[src/rtl/alu_pkg.sv]
`timescale 1ns/1ps
package alu_pkg;

    typedef enum logic [3:0] {
        OP_ADD = 4'd0,
        OP_SUB = 4'd1,
        OP_AND = 4'd2,
        OP_OR  = 4'd3,
        OP_XOR = 4'd4,
        OP_SHL = 4'd5,
        OP_SHR = 4'd6,
        OP_ROL = 4'd7,
        OP_ROR = 4'd8,
        OP_TST = 4'd9
    } op_e;

    typedef enum logic [1:0] {
        LG_AND = 2'd0,
        LG_OR  = 2'd1,
        LG_XOR = 2'd2
    } lg_e;

endpackage

[src/rtl/alu_addsub.sv]
`timescale 1ns/1ps
module alu_addsub #(
    parameter int WIDTH = 8
) (
    input  logic [WIDTH-1:0] a,
    input  logic [WIDTH-1:0] b,
    input  logic             sub,
    output logic [WIDTH-1:0] sum,
    output logic             cout
);
    // Subtract as a + ~b + 1: carry out set means no borrow.
    logic [WIDTH:0] total;
    logic [WIDTH-1:0] b_eff;

    assign b_eff = sub ? ~b : b;
    assign total = {1'b0, a} + {1'b0, b_eff} + {{WIDTH{1'b0}}, sub};
    assign sum   = total[WIDTH-1:0];
    assign cout  = total[WIDTH];
endmodule

[src/rtl/alu_logic.sv]
`timescale 1ns/1ps
module alu_logic
    import alu_pkg::*;
#(
    parameter int WIDTH = 8
) (
    input  logic [WIDTH-1:0] a,
    input  logic [WIDTH-1:0] b,
    input  lg_e              sel,
    output logic [WIDTH-1:0] y
);
    always_comb begin
        case (sel)
            LG_OR:   y = a | b;
            LG_XOR:  y = a ^ b;
            default: y = a & b;
        endcase
    end
endmodule

[src/rtl/alu_barrel.sv]
`timescale 1ns/1ps
module alu_barrel #(
    parameter int WIDTH = 8,
    localparam int SH_W = $clog2(WIDTH)
) (
    input  logic [WIDTH-1:0] x,
    input  logic [SH_W-1:0]  amt,
    input  logic             left,
    input  logic             rot,
    output logic [WIDTH-1:0] y
);
    // One stage per amount bit; stage k moves by 2**k. WIDTH is a power of two.
    logic [WIDTH-1:0] stg [SH_W+1];

    assign stg[0] = x;

    for (genvar k = 0; k < SH_W; k++) begin : g_stage
        localparam int STEP = 1 << k;
        logic [WIDTH-1:0] moved;

        always_comb begin
            if (left) begin
                moved = (stg[k] << STEP) | (rot ? (stg[k] >> (WIDTH - STEP)) : '0);
            end else begin
                moved = (stg[k] >> STEP) | (rot ? (stg[k] << (WIDTH - STEP)) : '0);
            end
        end

        assign stg[k+1] = amt[k] ? moved : stg[k];
    end

    assign y = stg[SH_W];
endmodule

[src/rtl/alu_core.sv]
`timescale 1ns/1ps
module alu_core
    import alu_pkg::*;
#(
    parameter int WIDTH = 8,
    localparam int SH_W = $clog2(WIDTH)
) (
    input  logic             clk,
    input  logic             rst_n,
    input  logic [3:0]       op_i,
    input  logic [WIDTH-1:0] a_i,
    input  logic [WIDTH-1:0] b_i,
    output logic [WIDTH-1:0] res_o,
    output logic             zero_o,
    output logic             carry_o,
    output logic             wr_o
);
    typedef struct packed {
        logic [WIDTH-1:0] res;
        logic             zero;
        logic             carry;
        logic             wr;
    } state_t;

    state_t st_d, st_q;
    op_e    op;

    logic [WIDTH-1:0] as_sum, lg_y, sh_y;
    logic             as_cout;
    logic             as_sub, sh_left, sh_rot;
    lg_e              lg_sel;

    assign op      = op_e'(op_i);
    assign as_sub  = (op == OP_SUB);
    assign sh_left = (op == OP_SHL) || (op == OP_ROL);
    assign sh_rot  = (op == OP_ROL) || (op == OP_ROR);

    always_comb begin
        case (op)
            OP_OR:   lg_sel = LG_OR;
            OP_XOR:  lg_sel = LG_XOR;
            default: lg_sel = LG_AND;
        endcase
    end

    alu_addsub #(.WIDTH(WIDTH)) i_addsub (
        .a    (a_i),
        .b    (b_i),
        .sub  (as_sub),
        .sum  (as_sum),
        .cout (as_cout)
    );

    alu_logic #(.WIDTH(WIDTH)) i_logic (
        .a   (a_i),
        .b   (b_i),
        .sel (lg_sel),
        .y   (lg_y)
    );

    alu_barrel #(.WIDTH(WIDTH)) i_barrel (
        .x    (a_i),
        .amt  (b_i[SH_W-1:0]),
        .left (sh_left),
        .rot  (sh_rot),
        .y    (sh_y)
    );

    // Next-state computation.
    always_comb begin
        st_d    = st_q;
        st_d.wr = 1'b0;
        case (op)
            OP_ADD, OP_SUB: begin
                st_d.res   = as_sum;
                st_d.carry = as_cout;
                st_d.wr    = 1'b1;
                st_d.zero  = (as_sum == '0);
            end
            OP_AND, OP_OR, OP_XOR: begin
                st_d.res   = lg_y;
                st_d.carry = 1'b0;
                st_d.wr    = 1'b1;
                st_d.zero  = (lg_y == '0);
            end
            OP_SHL, OP_SHR, OP_ROL, OP_ROR: begin
                st_d.res   = sh_y;
                st_d.carry = 1'b0;
                st_d.wr    = 1'b1;
                st_d.zero  = (sh_y == '0);
            end
            OP_TST: begin
                st_d.res  = lg_y;
                st_d.zero = (lg_y == '0);
            end
            default: ;
        endcase
    end

    always_ff @(posedge clk or negedge rst_n) begin
        if (!rst_n) begin
            st_q <= '0;
        end else begin
            st_q <= st_d;
        end
    end

    assign res_o   = st_q.res;
    assign zero_o  = st_q.zero;
    assign carry_o = st_q.carry;
    assign wr_o    = st_q.wr;

    // Subtract carry means no borrow.
    a_r2_sub_carry: assert property (@(posedge clk) disable iff (!rst_n)
        (op_i == OP_SUB) |=> (carry_o == ($past(a_i) >= $past(b_i))));

    // Logic, shift and rotate codes clear carry.
    a_r3_carry_clear: assert property (@(posedge clk) disable iff (!rst_n)
        ((op_i >= OP_AND) && (op_i <= OP_ROR)) |=> !carry_o);

    // Left shift fills the low positions with zeros.
    a_r4_shl_fill: assert property (@(posedge clk) disable iff (!rst_n)
        (op_i == OP_SHL) |=>
        ((res_o & ((WIDTH'(1) << $past(b_i[SH_W-1:0])) - WIDTH'(1))) == '0));

    // A rotate keeps the number of set bits.
    a_r5_rot_popcount: assert property (@(posedge clk) disable iff (!rst_n)
        ((op_i == OP_ROL) || (op_i == OP_ROR)) |=>
        ($countones(res_o) == $countones($past(a_i))));

    // A zero amount passes the operand through.
    a_r6_zero_amount: assert property (@(posedge clk) disable iff (!rst_n)
        ((op_i >= OP_SHL) && (op_i <= OP_ROR) && (b_i[SH_W-1:0] == '0)) |=>
        (res_o == $past(a_i)));

    // Test mode: no write, and carry is kept.
    a_r8_test_no_write: assert property (@(posedge clk) disable iff (!rst_n)
        (op_i == OP_TST) |=> (!wr_o && $stable(carry_o)));

    // Unused codes: no write, and result and flags are kept.
    a_r9_unused_hold: assert property (@(posedge clk) disable iff (!rst_n)
        (op_i > OP_TST) |=> (!wr_o && $stable(res_o) && $stable(zero_o) && $stable(carry_o)));
endmodule

[config.mk]
export PLATFORM = sky130hd
export DESIGN_NAME = alu_core
export DESIGN_NICKNAME = d
export VERILOG_FILES = /design/src/rtl/alu_pkg.sv /design/src/rtl/alu_addsub.sv /design/src/rtl/alu_logic.sv /design/src/rtl/alu_barrel.sv /design/src/rtl/alu_core.sv
export SDC_FILE = /design/constraint.sdc
export NUM_CORES = 1
export LEC_CHECK = 0
export ABC_AREA = 1
export CELL_PAD_IN_SITES_DETAIL_PLACEMENT = 1
export CELL_PAD_IN_SITES_GLOBAL_PLACEMENT = 1
export CORE_UTILIZATION = 39
export CTS_CLUSTER_DIAMETER = 60
export DETAILED_ROUTE_END_ITERATION = 10
export MAX_ROUTING_LAYER = met4
export PLACE_DENSITY = 0.93
export SYNTH_ARGS = -nofsm -noshare
export SYNTH_HDL_FRONTEND = slang
export SYNTH_SLANG_ARGS = --single-unit
[constraint.sdc]
create_clock -name clk -period 1.1 [get_ports clk]
set_clock_uncertainty 0.2 [all_clocks]
set_input_delay 0.22 -clock clk [delete_from_list [all_inputs] [get_ports clk]]
set_output_delay 0.22 -clock clk [all_outputs]
set_load 0.05 [all_outputs]
==> results.toml, run 1 <==
[status]
status = "aborted with a tool error"
stop_stage = "clock tree synthesis (4_1_cts)"
error = "[ERROR DPL-0033] detailed placement checks failed during check placement."

[cts]
cts_hold_buf = 0
cts_setup_buffers = 20
cts_buffers = 3
clockBufferDepth = 2
cts_sinks = 11
cts_resized = 104
cts_max_level = 1
cts-root-buf = "clkbuf_8"

[placed_design]
numPortBuffers = 32
place_inst = 504
gp_congestion = 0.935
place_area_um2 = 3250
dp_hpwl_mm = 8.60

[synth]
ys_ff_latch = 11
synthDistinctLibCells = 39
synth_nets = 385
seq_area_frac_synth = 0.127
synth_warnings = 0
synth_area_um2 = 2170
avgSynthCellArea_um2 = 6.47
synthCells = 336

[floorplan]
io_pins = 33
die_h_um = 76.7
num_rows = 26
die_w_um = 76.7
start_util = 0.415
synth_stat cells:
library cell	number	area, µm²
ha_1	26	325
nand3_2	4	40.0
nor2_4	2	22.5
nand2_2	1	6.26
o21ai_1	1	5.00
a221oi_1	1	8.76
nor3_1	3	15.0
xor2_1	9	78.8
nand3_1	59	295
o22ai_1	1	6.26
nand4_2	1	12.5
nand3b_1	1	7.51
o21a_1	2	15.0
mux2i_1	1	10.0
dfrtp_1	11	275
nand3_4	1	17.5
nor2_8	2	40.0
or2_2	3	18.8
clkbuf_1	2	7.51
o2111ai_1	1	8.76
a31oi_1	2	12.5
clkinv_1	1	3.75
nor2_2	1	6.26
buf_2	4	20.0
a211oi_1	1	7.51
inv_2	5	18.8
o21ai_0	17	85.1
xnor2_1	2	17.5
fa_1	1	20.0
o21ai_4	2	32.5
buf_6	4	45.0
inv_1	39	146
nand2_1	81	304
o211ai_1	9	67.6
nand4_1	7	43.8
nand2_4	1	11.3
o221ai_1	1	8.76
a21oi_1	7	35.0
nor2_1	19	71.3
metrics by stage:
step                TNS, ps  setup WS [ps]  hold WS (ps)   util
global placement     -17100          -1750           333  0.621
detailed placement   -19650          -2130           353  0.621
floorplan            -10190          -1260          -276      -
cell families after synthesis:
logic type / count (synthesis) / share of synthesized area
compound gates: 45 / 0.135
xor+xnor: 11 / 0.0443
fa+ha+maj: 27 / 0.159
buf+inv: 55 / 0.111
flops: 11 / 0.127
mux: 1 / 0.00461
simple gates: 186 / 0.420
==> inputs of run 2 (changes only) <==
CELL_PAD_IN_SITES_DETAIL_PLACEMENT = unset   (was 1)
CELL_PAD_IN_SITES_GLOBAL_PLACEMENT = unset   (was 1)
CORE_UTILIZATION = 40   (was 39)
CTS_CLUSTER_DIAMETER = unset   (was 60)
MAX_ROUTING_LAYER = unset   (was met4)
PLACE_DENSITY = unset   (was 0.93)
PLACE_DENSITY_LB_ADDON = 0.15   (was unset)
==> run 2 against run 1 <==
The flow now finishes, with violations (negative setup slack). Area after synthesis stayed put. Synthesized cell count unchanged.
==> results.toml, run 2 <==
[layout]
final_cell_mix = "buf_4 (89), nand2_1 (71), nand3_1 (57)"
final_common_cell = "buf_4"
syn_to_final_growth_pct = 66.4
fillers = 420
nNetsFinal = 508
antennaDiodeCount = 0
utilization = 0.699
finalInstanceArea_um2 = 3620
largest_reg_flops = 8
drive_above_1_share = 0.386

[status]
failed_checks = "negative setup slack"
status = "complete, but fails checks"

[placed_design]
place_area_um2 = 3260
dp_hpwl_mm = 5.80
numPortBuffers = 32
gp_congestion = 0.952

[setup_path]
path_buf_inv = 3
critical-path-max-stage-delay_ps = 390
r2r_cells = 3
cp_max_fo = 7
crit_path_cell_trace = "buf_8 -> nor2_4 -> nand2_4 -> xor2_1 -> ha_1 -> nand2_2 -> inv_1 -> nand4_1 -> o211ai_1 -> xor2_1 -> nor2_1 -> nand3_1 -> nor2_1 -> nor2_1 -> nand3_1 -> nand2_1 -> inv_1"
arrival_ps = 2300
crit_slowest_cell = "ha_1"
rrSetupSlack_ps = 0
cp.required_ps = 1030
cp-start-kind = "primary input"
critPathTopFamily = "simple AND/OR/NAND/NOR gates"
critPathKind = "primary input to flip-flop"
endpoint_kind = "flip-flop"
cpMostUsedCell = "nor2_1"
worstSetupPathDepth = 17

[global_route]
grt_pass1_wl_mm = 11.4
top_usage_layer = "met2"
grtUsageMet3 = 0.0278
grt_usage = 0.265
grt_max_degree = 15
grtUsageMet2 = 0.457
globalRoute.totalOverflow = 0
antenna_found_initial = 0
grt_pass1_vias = 2450
use_met1 = 0.356

[cts]
cts_buffers = 3
cts_tree = "yes"
cts_max_level = 1
cts_sinks = 11
insertion_delay_ps = 230
cts_hold_buf = 0
clockBufferDepth = 2
cts-root-buf = "clkbuf_8"
cts.clk_slew.worst_paths_ps = 50

[pwr]
p_sw_mw = 1.52
power.leakage_nw = 1.84
total_power_mw = 3.50
p_per_area_nw_per_um2 = 968
sequentialPowerShare = 0.174
p_clk_frac = 0.113
ir_drop_uv = 809
p_comb_frac = 0.713
sw_frac_of_total = 0.434
p_int_mw = 1.98

[synth]
synthDistinctLibCells = 39
synthFlopType = "dfrtp_1"
ys_ff_latch = 11
synth.most_common_cell = "nand2_1"
avgSynthCellArea_um2 = 6.47
seq_area_frac_synth = 0.127
netlist.area_leader.share = 0.150
synth_warnings = 0
yosysTopAreaCell = "ha_1"
synth_nets = 385
async_flop_share = 1.00
yosys-top-cells-count = "nand2_1 (81), nand3_1 (59), inv_1 (39)"
synth_area_leaders = "ha_1 (15%), nand2_1 (14%), nand3_1 (14%)"
synth_area_um2 = 2170
synth_edf_count = 0
synthCells = 336

[timing]
slew_headroom = 0.660
tns_ps = -12060
finalHoldViolations = 0
fin_hold_ws_ps = 114
drv_slew = 0
fin_ws_ps = -1280
fmax_mhz = 421
period_needed_ps = 2380
rsz0062_at_grt = "yes"
worst_slew_pin_slew_ps = 505
period_share = 2.16
setup_viol = 21

[floorplan]
start_util = 0.420
die_h_um = 75.7
num_rows = 26
die_w_um = 75.7
die-area_um2 = 5730
io_pins = 33
core_area_um2 = 5170

[route]
ant_nets = 0
drc = 0
drtPass1Iterations = 5
vias_per_cell = 5.22
num_vias = 2757
routedWlPerCell_um = 14.6
routed_wl_mm = 7.70
drt_iter0_drc = 230

[hold_path]
hp-class = "primary input to asynchronous set/reset pin"

[job]
drv_cap = 0
==> run 2: cell counts after synthesis <==
No cell type changed its count.
==> run 2: cell families after synthesis <==
group / count (synthesis) / share of synthesized area
adder cells (fa/ha/maj): 27 / 0.159
multiplexers: 1 / 0.00461
buffers and inverters: 55 / 0.111
XOR/XNOR: 11 / 0.0443
flip-flops: 11 / 0.127
AO/OA/AOI/OAI: 45 / 0.135
AND/OR/NAND/NOR: 186 / 0.420
==> run 2: cell type report <==
cell class	instances	area (µm²)	share of cell area
well taps	70	87.6	0.0242
clock buffers	4	45.0	0.0125
flip-flops and latches	11	275	0.0761
multi-input cells	270	1830	0.506
repair buffers	128	1200	0.333
inverters	45	176	0.0488
==> run 2: worst paths after layout <==
| check | from | end |
|---|---|---|
| worst max-delay path | op_i[3] | zero_o |
| worst min-delay path | rst_n | zero_o |
| worst max register to register | zero_o | zero_o |
| worst min register to register | res_o[0] | res_o[0] |
| max in group asynchronous | rst_n | wr_o |
| min in group clk | op_i[3] | wr_o |
==> run 2: worst reg2reg max path: cells and delay by family (launching register included) <==
family                 cells  cell delay, ps
AND/OR/NAND/NOR            2             360
buffers and inverters      1              40
flip-flops                 1             400
==> run 2: metal layers <==
layer	wire length, µm	part of all wire
met1	3430	0.45
met2	3800	0.49
met3	277	0.036
met4	188	0.024
met5	0	0
==> run 2: per-stage QoR <==
step                setup slack [ps]  cells
finish                         -1280    528
global route                   -1390    528
CTS                            -1170    524
detailed placement             -1840    505
global placement               -1810    505
floorplan                      -1260    336
==> run 2: repair_timing <==
action,4_1_cts,5_1_grt
buffers inserted,16,5
setup endpoints to repair,22,21
gates resized for setup,66,17
pin swaps,34,28
==> run 2: power groups by stage <==
stage               combinational, mW  clock [mW]  sequential (mW)
detailed placement               2.13           0            0.618
global route                     2.66       0.420            0.622
finish                           2.50       0.397            0.609
CTS                              2.31       0.403            0.611
global placement                 2.10           0            0.612
floorplan                       0.787           0            0.909
(Power assumes the default switching activity.)
